## src/rtl/auxq_pkg.sv

```systemverilog
package auxq_pkg;

  localparam logic [7:0] REG_CFG    = 8'h00;
  localparam logic [7:0] REG_ADR_LO = 8'h10;
  localparam logic [7:0] REG_ADR_MD = 8'h11;
  localparam logic [7:0] REG_ADR_HI = 8'h12;
  localparam logic [7:0] REG_LEN    = 8'h13;
  localparam logic [7:0] REG_WDATA  = 8'h14;
  localparam logic [7:0] REG_RDATA  = 8'h15;
  localparam logic [7:0] REG_CTRL   = 8'h16;
  localparam logic [7:0] REG_STAT   = 8'h17;
  localparam logic [7:0] REG_TMO    = 8'h18;

  localparam logic [7:0] CFG_CLEAR  = 8'hFF;

  typedef enum logic [2:0] {
    RC_NONE      = 3'd0,
    RC_NACK      = 3'd1,
    RC_DEFER     = 3'd2,
    RC_ACK       = 3'd3,
    RC_INVALID   = 3'd4,
    RC_I2C_NACK  = 3'd5,
    RC_I2C_DEFER = 3'd6,
    RC_TIMEOUT   = 3'd7
  } reply_cls_e;

  // supported requests: I2C write/read, native write/read
  function automatic logic cmd_ok(input logic [3:0] code);
    return (code == 4'h0) || (code == 4'h1) || (code == 4'h8) || (code == 4'h9);
  endfunction

  // length byte -> payload count (bit 7 = no payload)
  function automatic logic [4:0] len_decode(input logic [7:0] lreg);
    return lreg[7] ? 5'd0 : ({1'b0, lreg[3:0]} + 5'd1);
  endfunction

  function automatic logic [7:0] status_pack(input logic [2:0] cls, input logic [4:0] cnt);
    return {cls, cnt};
  endfunction

endpackage

```

## src/rtl/auxq_fifo.sv

```systemverilog
module auxq_fifo #(
  parameter int W     = 8,
  parameter int DEPTH = 16
) (
  input  logic         clk,
  input  logic         rst_n,
  input  logic         clr,
  input  logic         push,
  input  logic [W-1:0] pdata,
  input  logic         pop,
  output logic [W-1:0] head,
  output logic         empty
);
  localparam int AW = (DEPTH > 1) ? $clog2(DEPTH) : 1;
  localparam int CW = $clog2(DEPTH + 1);

  logic [W-1:0]  mem [DEPTH];
  logic [AW-1:0] wr_ptr, rd_ptr;
  logic [CW-1:0] count;
  logic          full;
  logic          do_push, do_pop;

  assign full    = (count == CW'(DEPTH));
  assign empty   = (count == '0);
  assign do_push = push && !full;
  assign do_pop  = pop && !empty;
  assign head    = mem[rd_ptr];

  function automatic logic [AW-1:0] ptr_next(input logic [AW-1:0] p);
    return (p == AW'(DEPTH - 1)) ? '0 : p + AW'(1);
  endfunction

  always_ff @(posedge clk) begin
    if (do_push) mem[wr_ptr] <= pdata;
  end

  always_ff @(posedge clk or negedge rst_n) begin
    if (!rst_n) begin
      wr_ptr <= '0;
      rd_ptr <= '0;
      count  <= '0;
    end else if (clr) begin
      wr_ptr <= '0;
      rd_ptr <= '0;
      count  <= '0;
    end else begin
      if (do_push) wr_ptr <= ptr_next(wr_ptr);
      if (do_pop)  rd_ptr <= ptr_next(rd_ptr);
      case ({do_push, do_pop})
        2'b10:   count <= count + CW'(1);
        2'b01:   count <= count - CW'(1);
        default: count <= count;
      endcase
    end
  end

  // a push into a full queue is dropped
  p_full_drop_r4: assert property (@(posedge clk) disable iff (!rst_n)
    full && push && !pop && !clr |=> full && $stable(wr_ptr));

  // popping an empty queue leaves it untouched
  p_empty_pop_r9: assert property (@(posedge clk) disable iff (!rst_n)
    empty && pop && !push && !clr |=> empty && $stable(rd_ptr));

  p_count_bound_r4: assert property (@(posedge clk) disable iff (!rst_n)
    count <= CW'(DEPTH));

endmodule

```

## src/rtl/auxq_seq.sv

```systemverilog
module auxq_seq
  import auxq_pkg::*;
#(
  parameter int TMO_W = 8
) (
  input  logic             clk,
  input  logic             rst_n,
  input  logic             clr,
  input  logic             start,
  input  logic [3:0]       cmd,
  input  logic [TMO_W-1:0] tmo_lim,
  input  logic             rsp,
  input  logic [2:0]       rsp_class,
  input  logic [4:0]       rsp_count,
  output logic             busy,
  output logic [7:0]       status
);
  logic [TMO_W-1:0] wait_cnt;
  logic             tmo_hit;
  logic             accept;
  logic             reject;

  assign tmo_hit = ({1'b0, wait_cnt} + (TMO_W+1)'(1)) >= {1'b0, tmo_lim};
  assign accept  = start && !busy && cmd_ok(cmd);
  assign reject  = start && !busy && !cmd_ok(cmd);

  always_ff @(posedge clk or negedge rst_n) begin
    if (!rst_n) begin
      busy     <= 1'b0;
      status   <= '0;
      wait_cnt <= '0;
    end else if (clr) begin
      busy     <= 1'b0;
      status   <= '0;
      wait_cnt <= '0;
    end else if (accept) begin
      busy     <= 1'b1;
      status   <= '0;
      wait_cnt <= '0;
    end else if (reject) begin
      status   <= status_pack(RC_INVALID, 5'd0);
    end else if (busy) begin
      if (rsp) begin
        busy   <= 1'b0;
        status <= status_pack(rsp_class, rsp_count);
      end else if (tmo_hit) begin
        busy   <= 1'b0;
        status <= status_pack(RC_TIMEOUT, 5'd0);
      end else begin
        wait_cnt <= wait_cnt + TMO_W'(1);
      end
    end
  end

  p_rsp_ends_r5: assert property (@(posedge clk) disable iff (!rst_n)
    busy && rsp && !clr |=> !busy && status == $past({rsp_class, rsp_count}));

  p_start_raises_r5: assert property (@(posedge clk) disable iff (!rst_n)
    !busy && start && cmd_ok(cmd) && !clr |=> busy && status == 8'h00);

  p_invalid_r7: assert property (@(posedge clk) disable iff (!rst_n)
    !busy && start && !cmd_ok(cmd) && !clr |=> !busy && status == 8'h80);

  p_timeout_r8: assert property (@(posedge clk) disable iff (!rst_n)
    busy && !rsp && tmo_hit && !clr |=> !busy && status == 8'hE0);

  p_clear_r10: assert property (@(posedge clk) disable iff (!rst_n)
    clr |=> !busy && status == 8'h00);

endmodule

```

## src/rtl/auxq_engine.sv

```systemverilog
module auxq_engine
  import auxq_pkg::*;
#(
  parameter int          FIFO_DEPTH = 16,
  parameter int          TMO_W      = 8,
  parameter logic [7:0]  TMO_RESET  = 8'h40
) (
  input  logic        clk,
  input  logic        rst_n,
  input  logic        bus_wr,
  input  logic        bus_rd,
  input  logic [7:0]  bus_addr,
  input  logic [7:0]  bus_wdata,
  output logic [7:0]  bus_rdata,
  output logic        dn_req,
  output logic [3:0]  dn_cmd,
  output logic [19:0] dn_addr,
  output logic [4:0]  dn_len,
  input  logic        dn_tx_pop,
  output logic [7:0]  dn_tx_data,
  input  logic        dn_rx_push,
  input  logic [7:0]  dn_rx_data,
  input  logic        dn_rsp,
  input  logic [2:0]  dn_rsp_class,
  input  logic [4:0]  dn_rsp_count
);
  logic [7:0]       adr_lo, adr_md, adr_hi, len_r;
  logic [TMO_W-1:0] tmo_r;
  logic             busy;
  logic [7:0]       status;

  // named events
  logic wr_idle, clr_ev, start_ev, tx_push, tx_pop, rx_push, rx_pop;
  logic [7:0] tx_head, rx_head;
  logic tx_empty, rx_empty;

  assign wr_idle  = bus_wr && !busy;
  assign clr_ev   = bus_wr && (bus_addr == REG_CFG) && (bus_wdata == CFG_CLEAR);
  assign start_ev = bus_wr && (bus_addr == REG_CTRL) && bus_wdata[0];
  assign tx_push  = wr_idle && (bus_addr == REG_WDATA);
  assign tx_pop   = dn_tx_pop && busy;
  assign rx_push  = dn_rx_push && busy;
  assign rx_pop   = bus_rd && (bus_addr == REG_RDATA);

  always_ff @(posedge clk or negedge rst_n) begin
    if (!rst_n) begin
      adr_lo <= '0;
      adr_md <= '0;
      adr_hi <= '0;
      len_r  <= '0;
      tmo_r  <= TMO_W'(TMO_RESET);
    end else if (wr_idle) begin
      case (bus_addr)
        REG_ADR_LO: adr_lo <= bus_wdata;
        REG_ADR_MD: adr_md <= bus_wdata;
        REG_ADR_HI: adr_hi <= bus_wdata;
        REG_LEN:    len_r  <= bus_wdata;
        REG_TMO:    tmo_r  <= TMO_W'(bus_wdata);
        default: ;
      endcase
    end
  end

  auxq_fifo #(.W(8), .DEPTH(FIFO_DEPTH)) u_txq (
    .clk(clk), .rst_n(rst_n), .clr(clr_ev),
    .push(tx_push), .pdata(bus_wdata), .pop(tx_pop),
    .head(tx_head), .empty(tx_empty)
  );

  auxq_fifo #(.W(8), .DEPTH(FIFO_DEPTH)) u_rxq (
    .clk(clk), .rst_n(rst_n), .clr(clr_ev),
    .push(rx_push), .pdata(dn_rx_data), .pop(rx_pop),
    .head(rx_head), .empty(rx_empty)
  );

  auxq_seq #(.TMO_W(TMO_W)) u_seq (
    .clk(clk), .rst_n(rst_n), .clr(clr_ev),
    .start(start_ev), .cmd(adr_hi[7:4]), .tmo_lim(tmo_r),
    .rsp(dn_rsp), .rsp_class(dn_rsp_class), .rsp_count(dn_rsp_count),
    .busy(busy), .status(status)
  );

  assign dn_req     = busy;
  assign dn_cmd     = adr_hi[7:4];
  assign dn_addr    = {adr_hi[3:0], adr_md, adr_lo};
  assign dn_len     = len_decode(len_r);
  assign dn_tx_data = tx_empty ? 8'h00 : tx_head;

  always_comb begin
    case (bus_addr)
      REG_ADR_LO: bus_rdata = adr_lo;
      REG_ADR_MD: bus_rdata = adr_md;
      REG_ADR_HI: bus_rdata = adr_hi;
      REG_LEN:    bus_rdata = len_r;
      REG_RDATA:  bus_rdata = rx_empty ? 8'h00 : rx_head;
      REG_CTRL:   bus_rdata = {7'b0, busy};
      REG_STAT:   bus_rdata = status;
      REG_TMO:    bus_rdata = 8'(tmo_r);
      default:    bus_rdata = 8'h00;
    endcase
  end

  // setup registers frozen while a transaction runs
  p_busy_freeze_r12: assert property (@(posedge clk) disable iff (!rst_n)
    busy && bus_wr |=> $stable(adr_lo) && $stable(adr_md) && $stable(adr_hi)
                       && $stable(len_r) && $stable(tmo_r));

  // the request line follows the sequencer and drops after clear
  p_req_drop_r10: assert property (@(posedge clk) disable iff (!rst_n)
    clr_ev |=> !dn_req);

endmodule

```

## config.mk

```make
export PLATFORM = sky130hd
export DESIGN_NAME = auxq_engine
export DESIGN_NICKNAME = d
export VERILOG_FILES = /design/src/rtl/auxq_pkg.sv /design/src/rtl/auxq_fifo.sv /design/src/rtl/auxq_seq.sv /design/src/rtl/auxq_engine.sv
export SDC_FILE = /design/constraint.sdc
export NUM_CORES = 1
export LEC_CHECK = 0
export ABC_AREA = 1
export BUFFER_PORTS_ARGS = -buffer_cell sky130_fd_sc_hd__buf_4
export CORE_MARGIN = 2
export CORE_UTILIZATION = 55
export CTS_BUF_LIST = sky130_fd_sc_hd__clkbuf_4
export DETAILED_ROUTE_END_ITERATION = 7
export PLACE_DENSITY = 0.73
export SLEW_MARGIN = 20
export SYNTH_ARGS = -nofsm -noshare
export SYNTH_HDL_FRONTEND = slang
export SYNTH_SLANG_ARGS = --single-unit
```

## constraint.sdc

```tcl
create_clock -name clk -period 3.5 [get_ports clk]
set_clock_uncertainty 0.1 [all_clocks]
set_input_delay 0.35 -clock clk [delete_from_list [all_inputs] [get_ports clk]]
set_output_delay 0.35 -clock clk [all_outputs]
set_load 0.02 [all_outputs]
```

==> metrics.txt <==
top-count cell post-synth nand2_1; final wirelength roughly 38,000 microns; first-pass GRT wire length 59,420 microns; core box area between 20,000 and 30,000 sq um; worst slew pin tran about 0.89 ns; worst hold path depth 5; Initial DRT Pass Iterations 5; placed cells ~1.9k; syn_nets ~1.5k; CP max stage cell buf_4; Initial Util a little under three fifths; Initial DRC Count 1,236; Seq/Total Area, Yosys 63.58%; GRT overflow 0; htree depth 3; startpoint types register; DRT antenna net count 0; layout cells sized above 1 between 15 and 20%; ys flop type edfxtp_1; Final #Nets ~1.7k; Synth area leaders edfxtp_1 (50%), dfrtp_1 (13%), nand2_1 (6.9%); CP most frequent cell nand2_1; Largest stage delay, worst path about 0.53 ns; Num CTS Buffers 87; Cell Pwr Density 458.6 nW/um^2; cell taking the most area after synthesis edfxtp_1; residual DRC count 0; final hold vios 0; clock buffer depth 3; Hold WC Path Type in2reg; root buf cell clkbuf_4; Fillers approximately 2.2k; crit-path max FO 66; endpoint class of the critical path primary output; chip height 171.1 microns; drt via density 5.557; # port buffers 84; setup bufs post-CTS 0; yosys warns 0; CTS tree yes; largest net degree at the start of global routing 70; Syn Std Cell Area approximately 15,000 sq um; RSZ-0062 raised after global routing false; total power 0.008167 W; Clock Sinks ~340; Slew HR 40.17%; Cell Rows between 60 and 70; post-synthesis instance total 1,436; #FFs+latches synth between 300 and 400; final period demand of the worst path about 3.3 ns; critical path class reg2out; crit path cell chain buf_4 -> o21ai_0 -> o21ai_0 -> nand2_1 -> nand2_1 -> o21bai_1 -> nand2_1 -> nand2_1 -> buf_4; vias in the first global route ~11k; Worst-Skew Late Latency approximately 0.73 ns; initial antenna violation count 1; outcome complete, no violations; total global routing track utilization 26.41%; GPL Wtd Cong 0.9193; setup TNS 0 ns; final setup fails 0; Max Freq approximately 0.30 GHz; R2R depth 13; Peak VDD IR 283.7 uV; Clock transition at path regs 0.07 ns; Post-synth top cells nand2_1 (282), edfxtp_1 (256), nor2_1 (201); Max-Cap Viols 0; Area Overhead vs Synth 15.96%; via count 11.43k; leakage 7.217 nW; Top Ports 85; Finished Layout Cells between 2k and 2.5k; Die X roughly 170 microns; period utilization between 90% and 100%; R2R setup slack roughly 0.84 ns; fin. max-slew vios 0; die area 29,280 sq um; WP data arrival between 2 and 3 ns; Unique masters post-synth 48; synthesized area per cell 10.70 sq um; Synth top area share between 50% and 60%; Routed WL per cell ~18 microns; DP HPWL 24,730 microns; CP required 3.05 ns; number of flops mapped to enable cells by yosys 256; Post-synth ARST share approximately 24%
[worst max-delay path: cells and delay by family (launching register included)]
| family | cells | cell delay (ns) |
|---|---|---|
| AO/OA/AOI/OAI | 3 | 0.63 |
| buffers and inverters | 2 | 0.69 |
| flip-flops | 1 | 0.36 |
| AND/OR/NAND/NOR | 4 | 0.40 |
[through the flow]
step           worst slack [ns]  cell area (sq um)  hold WS, ns  util (%)
3_3_place_gp             0.8137              16360       0.3681     59.23
3_5_place_dp             0.7785              16360       0.3726     59.23
5_1_grt                 0.02311              17810      0.06127     64.46
4_1_cts                  0.1247              17800      0.01673     64.43
2_1_floorplan             1.094              15360     -0.04559         -
6_report                 0.2121              17810      0.06860     64.46
[report_power, final]
| group | internal (W) | switching, W |
|---|---|---|
| combinational | 0.000129 | 0.000236 |
| clock | 0.00178 | 0.00162 |
| sequential | 0.00436 | 0.0000374 |
| total | 0.00628 | 0.00189 |
[routing by layer]
layer	vias to the layer above	wire [microns]	share of wire [%]	global-route usage, %
li1	5401	-	-	-
met1	5502	16040	42	36.20
met2	448	18320	48	42.25
met3	75	2460	6.5	4.950
met4	0	1047	2.8	9.985
met5	-	0	0	0
[kinds of logic after synthesis]
group           share of synthesized area (%)
simple gates                            18.08
flops                                   63.58
compound gates                          9.483
buf+inv                                 3.796
mux                                     1.825
fa+ha+maj                               2.379
xor+xnor                               0.8554
[path summary, 6_finish.rpt]
| kind | end | start |
|---|---|---|
| worst max-delay path | bus_rdata[0] | u_rxq.rd_ptr[0] |
| worst min-delay path | u_seq.busy | bus_wr |
| worst max register to register | u_rxq.count[4] | u_rxq.count[0] |
| worst min register to register | tmo_r[6] | tmo_r[6] |
| max in group asynchronous | u_rxq.wr_ptr[1] | rst_n |
| min in group asynchronous | u_seq.wait_cnt[6] | rst_n |
[cells in the final DEF (no fill, tap or decap), types with 5 or more instances in the layout]
master and count:
o21bai_1 5, xor2_1 12, edfxtp_1 256, o21ai_0 127, o21ai_1 25, nand3_1 74
inv_2 8, clkinv_4 5, dfrtp_1 79, inv_1 81, a21oi_1 36, nor2_2 8
nand2_4 5, o221ai_1 8, o22ai_1 14, clkbuf_4 136, clkinv_1 20, a221oi_1 8
nand2_2 14, nor2_1 201, nand2_1 282, o211ai_1 23, buf_4 97, nor2_4 6
dlygate4sd3_1 29, mux2i_1 28, nor3_1 8, ha_1 26, nand4_1 15
[state kept, by name (all words and copies together), names as in the netlist]
| name | count |
|---|---|
| u_rxq.rd_ptr | 4 |
| u_txq.mem | 128 |
| tmo_r | 8 |
| u_rxq.wr_ptr | 4 |
| u_rxq.mem | 128 |
| u_seq.wait_cnt | 8 |
| len_r | 8 |
| u_seq.busy | 1 |
| u_txq.count | 5 |
| adr_lo | 8 |
| u_rxq.count | 5 |
| u_txq.rd_ptr | 4 |
| adr_hi | 8 |
| adr_md | 8 |
| u_seq.status | 8 |
| u_txq.wr_ptr | 4 |
[what timing repair did]
item / in CTS / in global routing
hold buffers: 29 / 0
setup endpoints to repair: 0 / 11
endpoints found under the hold margin: 341 / 0
gates resized for setup: 0 / 2
[layout make-up]
class	count	area (sq um)	share of cell area [%]
clock buffer	136	1021	5.733
tap	378	473.0	2.656
antenna	1	2.502	0.01405
inverter	93	356.6	2.002
sequential	339	9772	54.87
timing repair buffer	128	1050	5.894
multi-input combinational	956	5010	28.13
clock inverter	25	125.1	0.7025
(Power assumes the default switching activity.)
